===== src/rtl/adc_rd_pkg.sv =====
package adc_rd_pkg;

    typedef enum logic [1:0] {
        ST_IDLE,
        ST_LOW,
        ST_HIGH,
        ST_GAP
    } rd_state_t;

endpackage


===== src/rtl/adc_rd_timer.sv =====
module adc_rd_timer #(
    parameter int HALF_CYC = 32
) (
    input  logic clk,
    input  logic rst_n,
    input  logic clr,
    output logic done
);
    localparam int CNT_W = (HALF_CYC > 1) ? $clog2(HALF_CYC) : 1;
    localparam logic [CNT_W-1:0] CNT_LAST = CNT_W'(HALF_CYC - 1);

    logic [CNT_W-1:0] cnt_q;

    always_ff @(posedge clk or negedge rst_n) begin
        if (!rst_n) begin
            cnt_q <= '0;
        end else if (clr) begin
            cnt_q <= '0;
        end else begin
            cnt_q <= cnt_q + 1'b1;
        end
    end

    assign done = (cnt_q == CNT_LAST);

endmodule


===== src/rtl/adc_rd_addr.sv =====
module adc_rd_addr #(
    parameter int SEL_W = 2
) (
    input  logic [SEL_W:0]   chan,
    input  logic             single,
    output logic [SEL_W+2:0] bits
);
    // bits[k] is driven during serial clock cycle k
    assign bits[0] = 1'b1;
    assign bits[1] = single;
    assign bits[2] = chan[0];

    generate
        for (genvar i = 0; i < SEL_W; i++) begin : g_sel
            assign bits[3+i] = chan[SEL_W-i];
        end
    endgenerate

endmodule


===== src/rtl/adc_rd_collect.sv =====
module adc_rd_collect #(
    parameter int DATA_W = 8
) (
    input  logic              clk,
    input  logic              rst_n,
    input  logic              clr,
    input  logic              samp_data,
    input  logic              samp_echo,
    input  logic              sdo,
    output logic [DATA_W-1:0] data,
    output logic              echo_ok
);
    logic [DATA_W-1:0] msb_sr;
    logic [DATA_W-2:0] echo_sr;

    always_ff @(posedge clk or negedge rst_n) begin
        if (!rst_n) begin
            msb_sr  <= '0;
            echo_sr <= '0;
        end else if (clr) begin
            msb_sr  <= '0;
            echo_sr <= '0;
        end else begin
            if (samp_data) begin
                msb_sr <= {msb_sr[DATA_W-2:0], sdo};
            end
            if (samp_echo) begin
                echo_sr <= {sdo, echo_sr[DATA_W-2:1]};
            end
        end
    end

    assign data    = msb_sr;
    assign echo_ok = (echo_sr == msb_sr[DATA_W-1:1]);

endmodule


===== src/rtl/adc_serial_reader.sv =====
module adc_serial_reader
    import adc_rd_pkg::*;
#(
    parameter int SYS_CLK_NS = 10,
    parameter int HALF_CYC   = 32,
    parameter int SEL_W      = 2,
    parameter int DATA_W     = 8
) (
    input  logic              clk,
    input  logic              rst_n,
    input  logic              req,
    input  logic [SEL_W:0]    req_chan,
    input  logic              req_single,
    input  logic              req_echo,
    output logic              busy,
    output logic [DATA_W-1:0] result,
    output logic              result_valid,
    output logic              mismatch,
    output logic              adc_cs_n,
    output logic              adc_sclk,
    output logic              adc_di,
    input  logic              adc_do
);
    localparam int N_ADDR  = SEL_W + 3;
    localparam int N_SHORT = N_ADDR + 1 + DATA_W;
    localparam int N_LONG  = N_SHORT + DATA_W - 1;
    localparam int IDX_W   = $clog2(N_LONG + 1);
    localparam int HALF_NS = HALF_CYC * SYS_CLK_NS;

    localparam logic [IDX_W-1:0] IDX_SETTLE    = IDX_W'(N_ADDR);
    localparam logic [IDX_W-1:0] IDX_DATA_LAST = IDX_W'(N_ADDR + DATA_W);
    localparam logic [IDX_W-1:0] IDX_END_SHORT = IDX_W'(N_SHORT - 1);
    localparam logic [IDX_W-1:0] IDX_END_LONG  = IDX_W'(N_LONG - 1);

    generate
        if (HALF_NS < 300 || HALF_NS > 60000) begin : g_bad_divider
            $error("serial clock half-period out of the 300 ns .. 60 us range");
        end
    endgenerate

    rd_state_t state_q, state_d;

    logic              tmr_clr, tmr_done;
    logic [N_ADDR-1:0] addr_w, addr_sr;
    logic [IDX_W-1:0]  bit_idx;
    logic              echo_q;
    logic              last_bit;
    logic              rise_now;
    logic              samp_data, samp_echo;
    logic [DATA_W-1:0] data_w;
    logic              echo_ok;
    logic              accept;

    adc_rd_timer #(.HALF_CYC(HALF_CYC)) u_timer (
        .clk   (clk),
        .rst_n (rst_n),
        .clr   (tmr_clr),
        .done  (tmr_done)
    );

    adc_rd_addr #(.SEL_W(SEL_W)) u_addr (
        .chan   (req_chan),
        .single (req_single),
        .bits   (addr_w)
    );

    adc_rd_collect #(.DATA_W(DATA_W)) u_collect (
        .clk       (clk),
        .rst_n     (rst_n),
        .clr       (accept),
        .samp_data (samp_data),
        .samp_echo (samp_echo),
        .sdo       (adc_do),
        .data      (data_w),
        .echo_ok   (echo_ok)
    );

    assign accept    = (state_q == ST_IDLE) && req;
    assign tmr_clr   = (state_q == ST_IDLE) || tmr_done;
    assign last_bit  = (bit_idx == (echo_q ? IDX_END_LONG : IDX_END_SHORT));
    assign rise_now  = (state_q == ST_LOW) && tmr_done;
    assign samp_data = rise_now && (bit_idx > IDX_SETTLE) && (bit_idx <= IDX_DATA_LAST);
    assign samp_echo = rise_now && (bit_idx > IDX_DATA_LAST);

    // state register
    always_ff @(posedge clk or negedge rst_n) begin
        if (!rst_n) begin
            state_q <= ST_IDLE;
        end else begin
            state_q <= state_d;
        end
    end

    // transitions
    always_comb begin
        state_d = state_q;
        unique case (state_q)
            ST_IDLE: if (req)      state_d = ST_LOW;                       // T_ACCEPT
            ST_LOW:  if (tmr_done) state_d = ST_HIGH;                      // T_RISE
            ST_HIGH: if (tmr_done) state_d = last_bit ? ST_GAP : ST_LOW;   // T_FALL_LAST / T_FALL_NEXT
            ST_GAP:  if (tmr_done) state_d = ST_IDLE;                      // T_RELEASE
            default: state_d = ST_IDLE;
        endcase
    end

    // transaction context
    always_ff @(posedge clk or negedge rst_n) begin
        if (!rst_n) begin
            addr_sr <= '0;
            bit_idx <= '0;
            echo_q  <= 1'b0;
        end else if (accept) begin
            addr_sr <= addr_w;
            bit_idx <= '0;
            echo_q  <= req_echo;
        end else if ((state_q == ST_HIGH) && tmr_done && !last_bit) begin
            addr_sr <= addr_sr >> 1;
            bit_idx <= bit_idx + 1'b1;
        end
    end

    // outputs
    always_ff @(posedge clk or negedge rst_n) begin
        if (!rst_n) begin
            adc_cs_n     <= 1'b1;
            adc_sclk     <= 1'b0;
            adc_di       <= 1'b0;
            busy         <= 1'b0;
            result       <= '0;
            result_valid <= 1'b0;
            mismatch     <= 1'b0;
        end else begin
            result_valid <= 1'b0;
            mismatch     <= 1'b0;
            unique case (state_q)
                ST_IDLE: begin
                    if (req) begin
                        adc_cs_n <= 1'b0;
                        adc_di   <= addr_w[0];
                        busy     <= 1'b1;
                    end
                end
                ST_LOW: begin
                    if (tmr_done) begin
                        adc_sclk <= 1'b1;
                    end
                end
                ST_HIGH: begin
                    if (tmr_done) begin
                        adc_sclk <= 1'b0;
                        if (last_bit) begin
                            adc_cs_n     <= 1'b1;
                            adc_di       <= 1'b0;
                            result       <= data_w;
                            result_valid <= 1'b1;
                            mismatch     <= echo_q && !echo_ok;
                        end else begin
                            adc_di <= addr_sr[1];
                        end
                    end
                end
                ST_GAP: begin
                    if (tmr_done) begin
                        busy <= 1'b0;
                    end
                end
                default: ;
            endcase
        end
    end

endmodule


===== config.mk =====
export PLATFORM = sky130hd
export DESIGN_NAME = adc_serial_reader
export DESIGN_NICKNAME = d
export VERILOG_FILES = /design/src/rtl/adc_rd_pkg.sv /design/src/rtl/adc_rd_timer.sv /design/src/rtl/adc_rd_addr.sv /design/src/rtl/adc_rd_collect.sv /design/src/rtl/adc_serial_reader.sv
export SDC_FILE = /design/constraint.sdc
export NUM_CORES = 1
export LEC_CHECK = 0
export BUFFER_PORTS_ARGS = -buffer_cell sky130_fd_sc_hd__buf_2
export CORE_UTILIZATION = 49
export DETAILED_ROUTE_END_ITERATION = 8
export PLACE_DENSITY_LB_ADDON = 0.25
export SLEW_MARGIN = 20
export SYNTH_ARGS = -nofsm -noshare
export SYNTH_HDL_FRONTEND = slang
export SYNTH_SLANG_ARGS = --single-unit

===== constraint.sdc =====
create_clock -name clk -period 2.55 [get_ports clk]
set_input_delay 0.255 -clock clk [delete_from_list [all_inputs] [get_ports clk]]
set_output_delay 0.255 -clock clk [all_outputs]
set_load 0.02 [all_outputs]

# Yosys cells after proc, flatten, opt, wreduce, memory -nomap -nowiden
# Index checks and enable logic that the tools add are counted.
# word_totals
word_cells	88
regBits	47
# classes
addsub	2
magnitude_cmp	3
n_mux	34
n_eq_ne	11
n_reduce_logical	24
# op_table
operator	count
$mux W5	6
$mux W8	2
$mux W1	14
$mux W7	2
$reduce_and A3 Y1	4
$reduce_bool A2 Y1	6
$add A5 B1 Y5 const B	2
$mux W2	5
$ne A2 B2 Y1 const B	5
$logic_and A1 B1 Y1	8
$pmux W1 S2	4
$pmux W2 S4	1
$reduce_and A4 Y1	2
$eq A7 B7 Y1	1
$eq A5 B5 Y1	1
$eq A5 B5 Y1 const B	1
$gt A5 B3 Y1 const B	1
$gt A5 B4 Y1 const B	1
$le A5 B4 Y1 const B	1
$eq A2 B2 Y1 const B	2
$eq A2 B1 Y1 const B	1
$logic_not A1 Y1	2
$logic_not A2 Y1	1
$logic_or A1 B1 Y1	1

# Longest topological paths before layout
# logic_depth
ltp_word	6
depth_mapped	9
depth_no_buf	7

# Modules after synthesis
# A second synthesis with hierarchy kept.
# hier_totals
hier_cells	186
area_unflattened_um2	2175.8
# modules_own_cells
module	cells_per_inst	n_inst	seq_area_each_um2	area_each_um2
adc_serial_reader	106	1	651.9	1231.2
adc_rd_collect	57	1	375.4	681.9
adc_rd_timer	17	1	125.1	221.5
adc_rd_addr	6	1	0.0	41.3

# Worst setup path after synthesis
# Ideal clock, no wire load.
# synth_timing
kind	register -> register
start	register u_timer.cnt_q[0]
end	register result[0]
path_buffers	2
synth_period_minus_slack_ns	1.935
required_time_ns	2.425
stages_incl_launch_ff	9
arrival_time_ns	1.810
setup_time_ns	0.125
slack_ns	0.615
cell_sequence	dfrtp_1 ha_1 and3_1 ha_1 buf_2 and3b_1 buf_4 nand2_4 mux2_2
# synth_via
elab_chain_len	2
# synth_rtl
item	line_no	source
from (decl)	adc_rd_timer.sv:12	logic [CNT_W-1:0] cnt_q;
from (signal assigned)	adc_rd_timer.sv:20	cnt_q <= cnt_q + 1'b1;
$eq A5 B5 Y1	adc_rd_timer.sv:24	assign done = (cnt_q == CNT_LAST);
$reduce_and A3 Y1 (no line)	n/a	
to (signal assigned)	adc_serial_reader.sv:154	result <= data_w;
to (decl)	adc_serial_reader.sv:16	output logic [DATA_W-1:0] result,
# Every way passes these cells.
# A chain may end at the register's enable or synchronous reset.

# Worst setup path after layout
# layout_timing
start	register u_timer.cnt_q[0]
end	register bit_idx[4]
# layout_via
elab_chain_len	4
# layout_rtl
item	line_no	source
$eq A5 B5 Y1	adc_rd_timer.sv:24	
$logic_and A1 B1 Y1 (2 in series)	adc_serial_reader.sv:116	end else if ((state_q == ST_HIGH) && tmr_done && !last_bit) begin
$reduce_bool A2 Y1 (no line)	n/a	
to (signal assigned)	adc_serial_reader.sv:118	bit_idx <= bit_idx + 1'b1;
to (decl)	adc_serial_reader.sv:45	logic [IDX_W-1:0] bit_idx;
# Every way passes these cells.

==> summary.md <==
| Metric | Value |
|---|---|
| DIE HEIGHT | `67.9 µm` |
| Filler cells | `353` |
| Status | `finished clean` |
| H-tree depth | `2` |
| Crit path kind | `flip-flop to flip-flop` |
| First-pass GRT wire length | `6960 µm` |
| EDFF count, synth | `0` |
| Minimum clock period | `2.11 ns` |
| Relative slew margins | `0.478` |
| Drt pass-1 iters | `4` |
| CTS tree | `yes` |
| Final core occ | `0.588` |
| Core box area | `about 4100 µm²` |
| MaxCap Viol Count | `0` |
| Mean Syn Cell Area | `11.0 µm²` |
| Switching part of the total power | `0.333` |
| Global route overflow | `0` |
| Io pins | `23` |
| Fmax | `0.474 GHz` |
| Pin count of the biggest net entering global routing | `47` |
| Combinational power share | `0.247` |
| Unrepaired setup endpoints after global routing | `no` |
| Peak supply drop | `0.000397 V` |
| Antenna violations before repair | `0` |
| YS warnings | `0` |
| Worst EP arrival | `2.34 ns` |
| # DRC | `0` |
| Post-synthesis cell count | `193` |
| #FFs+latches synth | `46` |
| Avg WL per Cell | `15.6 µm` |
| CTS root buf | `clkbuf_8` |
| # diodes | `0` |
| Critical Path Source | `u_timer.cnt_q[0]$_DFF_PN0_` |
| Pwr/cell area | `around 870 nW/µm²` |
| Async SR Flop Fraction | `1.00` |
| Distinct cells, synth | `47` |
| Worst skew pair latency | `0.30 ns` |
| Clock Tree Buf Depth | `2` |
| Vias | `1,457` |
| Gpl congestion | `roughly 0.8` |
| Total track usage | `0.210` |
| Die width | `67.9 µm` |
| Nets@finish | `231` |
| Yosys top cell by area | `dfrtp_1` |
| Placed cells | `~260` |
| Skew final | `0.00745 ns` |
| Max Slew Vio Count | `0` |
| CP max stage delay | `0.38 ns` |
| Routed WL | `4190 µm` |
| Pin slew with the least headroom to its limit | `0.784 ns` |
| HPWL Detailed | `roughly 3000 µm` |
| Clock sink count | `between 40 and 50` |
| Std cell rows | `23` |
| P_int | `0.00139 W` |
| Die area | `4620 µm²` |
| Post-CTS Setup Bufs | `0` |
| CP startpoint kind | `flip-flop` |
| Leakage | `1.26 nW` |
| Slowest cell on the critical path | `dfrtp_1` |
| Synth top cells by count | `45 x dfrtp_1, 26 x nand2_1, 15 x mux2i_1` |
| Final std cells w/o fill | `about 270` |
| Min-delay worst type | `input pin to flip-flop` |
| Area contributors post-synth | `dfrtp_1 53%, mux2i_1 7.0%, nand2_1 4.6%` |
| Clk pwr share | `0.225` |
| IO Port Bufs | `22` |
| Final hold violation count | `0` |
| Req. time, crit path | `2.77 ns` |
| Syn Nets | `roughly 210` |
| Setup TNS | `0 ns` |
| Most used DFF post-synth | `dfrtp_1` |
| Number of global-route vias before repair | `between 1,000 and 1,500` |
| Via density | `5.42` |
| Crit-path max FO | `9` |
| Setup crit end kind | `flip-flop` |
| Final Cycle Share | `0.828` |
| HP Start | `req_echo` |
| Top cell type's share of synthesized area | `0.528` |
| Clock-pin slew on the worst setup and hold paths | `0.09 ns` |
| Cell area after synthesis | `between 2000 and 2500 µm²` |
| Initial Util | `0.521` |
| R2R Path Start | `u_timer.cnt_q[0]$_DFF_PN0_` |
| Ratio of cells with drive above 1 in the final layout | `0.215` |
| Total CTS buffers | `5` |
| DR iter-0 viols | `slightly below 70` |
| Most used cell, CP | `ha_1` |
| Sequential share of power | `0.528` |
| Sequential fraction of the synthesis area | `0.541` |
| Area growth syn-to-layout | `12.7%` |
| Count leader, synth | `dfrtp_1` |
| Psw | `0.000692 W` |
| Routed Antenna Nets | `0` |
| Endpoints failing setup | `0` |
| Critical-path cell list | `ha_1, and3_1, ha_1, and3b_1, nand4_1, or3_1, a21oi_1` |
-- path summary, 6_finish.rpt --
check | end | slack (ns) | cells past startpoint
max | bit_idx[4]$_DFFE_PN0P_ | 0.44 | 7
min | echo_q$_DFFE_PN0P_ | 0.14 | 3
max reg2reg | bit_idx[4]$_DFFE_PN0P_ | 0.44 | 7
min reg2reg | u_timer.cnt_q[0]$_DFF_PN0_ | 0.47 | 1
max in group asynchronous | adc_cs_n$_DFFE_PN1P_ | 1.63 | 3
min in group asynchronous | bit_idx[4]$_DFFE_PN0P_ | 0.37 | 2
-- registers in the layout, indices dropped and copies added, names as in the netlist --
name,count
adc_cs_n,1
adc_di,1
adc_sclk,1
addr_sr,4
bit_idx,5
busy,1
echo_q,1
mismatch,1
result,8
result_valid,1
state_q,2
u_collect.data,8
u_collect.echo_sr,7
u_timer.cnt_q,5
-- worst max-delay path: cells and delay by family, from the launching register on --
| kind | cells | cell delay, ns |
|---|---|---|
| adders and majority gates | 2 | 0.48 |
| AOI/OAI and AO/OA | 1 | 0.15 |
| DFF | 1 | 0.38 |
| and+or+nand+nor | 4 | 1.02 |
-- power by group through the flow --
| stage | clock, W | combinational, W | sequential (W) |
|---|---|---|---|
| after floorplan | 0 | 0.000391 | 0.00107 |
| after global placement | 0 | 0.000473 | 0.00110 |
| after detailed placement | 0 | 0.000508 | 0.00112 |
| after CTS | 0.000486 | 0.000514 | 0.00110 |
| after global routing | 0.000517 | 0.000585 | 0.00114 |
| final | 0.000469 | 0.000514 | 0.00110 |
-- metal layers --
layer / vias up / share of wire / global-route usage / wire length [µm]
met4: 0 / 0.0086 / 0.0781 / 36
met2: 26 / 0.51 / 0.348 / 2140
met3: 5 / 0.042 / 0.0600 / 175
met5: - / 0 / 0 / 0
li1: 709 / - / - / -
met1: 717 / 0.44 / 0.259 / 1840
-- per-stage QoR --
| stage | worst slack [ns] | area [µm²] | power (W) | hold slack, ns |
|---|---|---|---|---|
| finish | 0.439 | 2400 | 0.00208 | 0.138 |
| global route | 0.280 | 2400 | 0.00224 | 0.123 |
| CTS | 0.449 | 2370 | 0.00210 | 0.129 |
| detailed placement | 0.471 | 2280 | 0.00162 | 0.450 |
| global placement | 0.611 | 2280 | 0.00157 | 0.438 |
| floorplan | 0.615 | 2130 | 0.00146 | -0.0406 |
-- cells by family (layout without fill, tap and decap cells) --
kind of cell,after synthesis,in the layout,share of synthesized area
AOI/OAI and AO/OA,32,32,0.104
xor gates and xnor gates,10,10,0.0411
adders and majority gates,4,4,0.0235
buffers and inverters,17,43,0.0341
DFF,46,46,0.541
muxes,20,20,0.0969
and+or+nand+nor,64,64,0.160
-- area by class of cell --
type / instances / area [µm²] / area share
timing repair buffer: 25 / 148 / 0.0615
inverter: 10 / 37.5 / 0.0156
tap: 50 / 62.6 / 0.0261
clock buffer: 7 / 86.3 / 0.0360
sequential: 46 / 1150 / 0.480
clock inverter: 1 / 8.76 / 0.00365
multi-input combinational: 130 / 906 / 0.377
-- layout by cell type, fill, tap and decap left out, types with 2 or more instances in the layout --
cell type	count
and2_1	4
nor2_1	11
or2_2	2
nand3_1	2
mux2_2	5
xor2_1	5
dfrtp_1	45
a21oi_1	3
a221o_1	2
inv_1	10
ha_1	4
xnor2_1	5
nand2_1	26
nor3_1	2
a21o_1	2
clkbuf_8	6
nor2b_1	2
buf_2	22
nand4_1	3
mux2i_1	15
o21ai_0	13
o31ai_1	2
-- repair_timing --
item                      CTS  global route
hold endpoints to repair    0            11
hold buffers                0             1
resized for setup           0             0
Power figures use the tool's default switching activity.
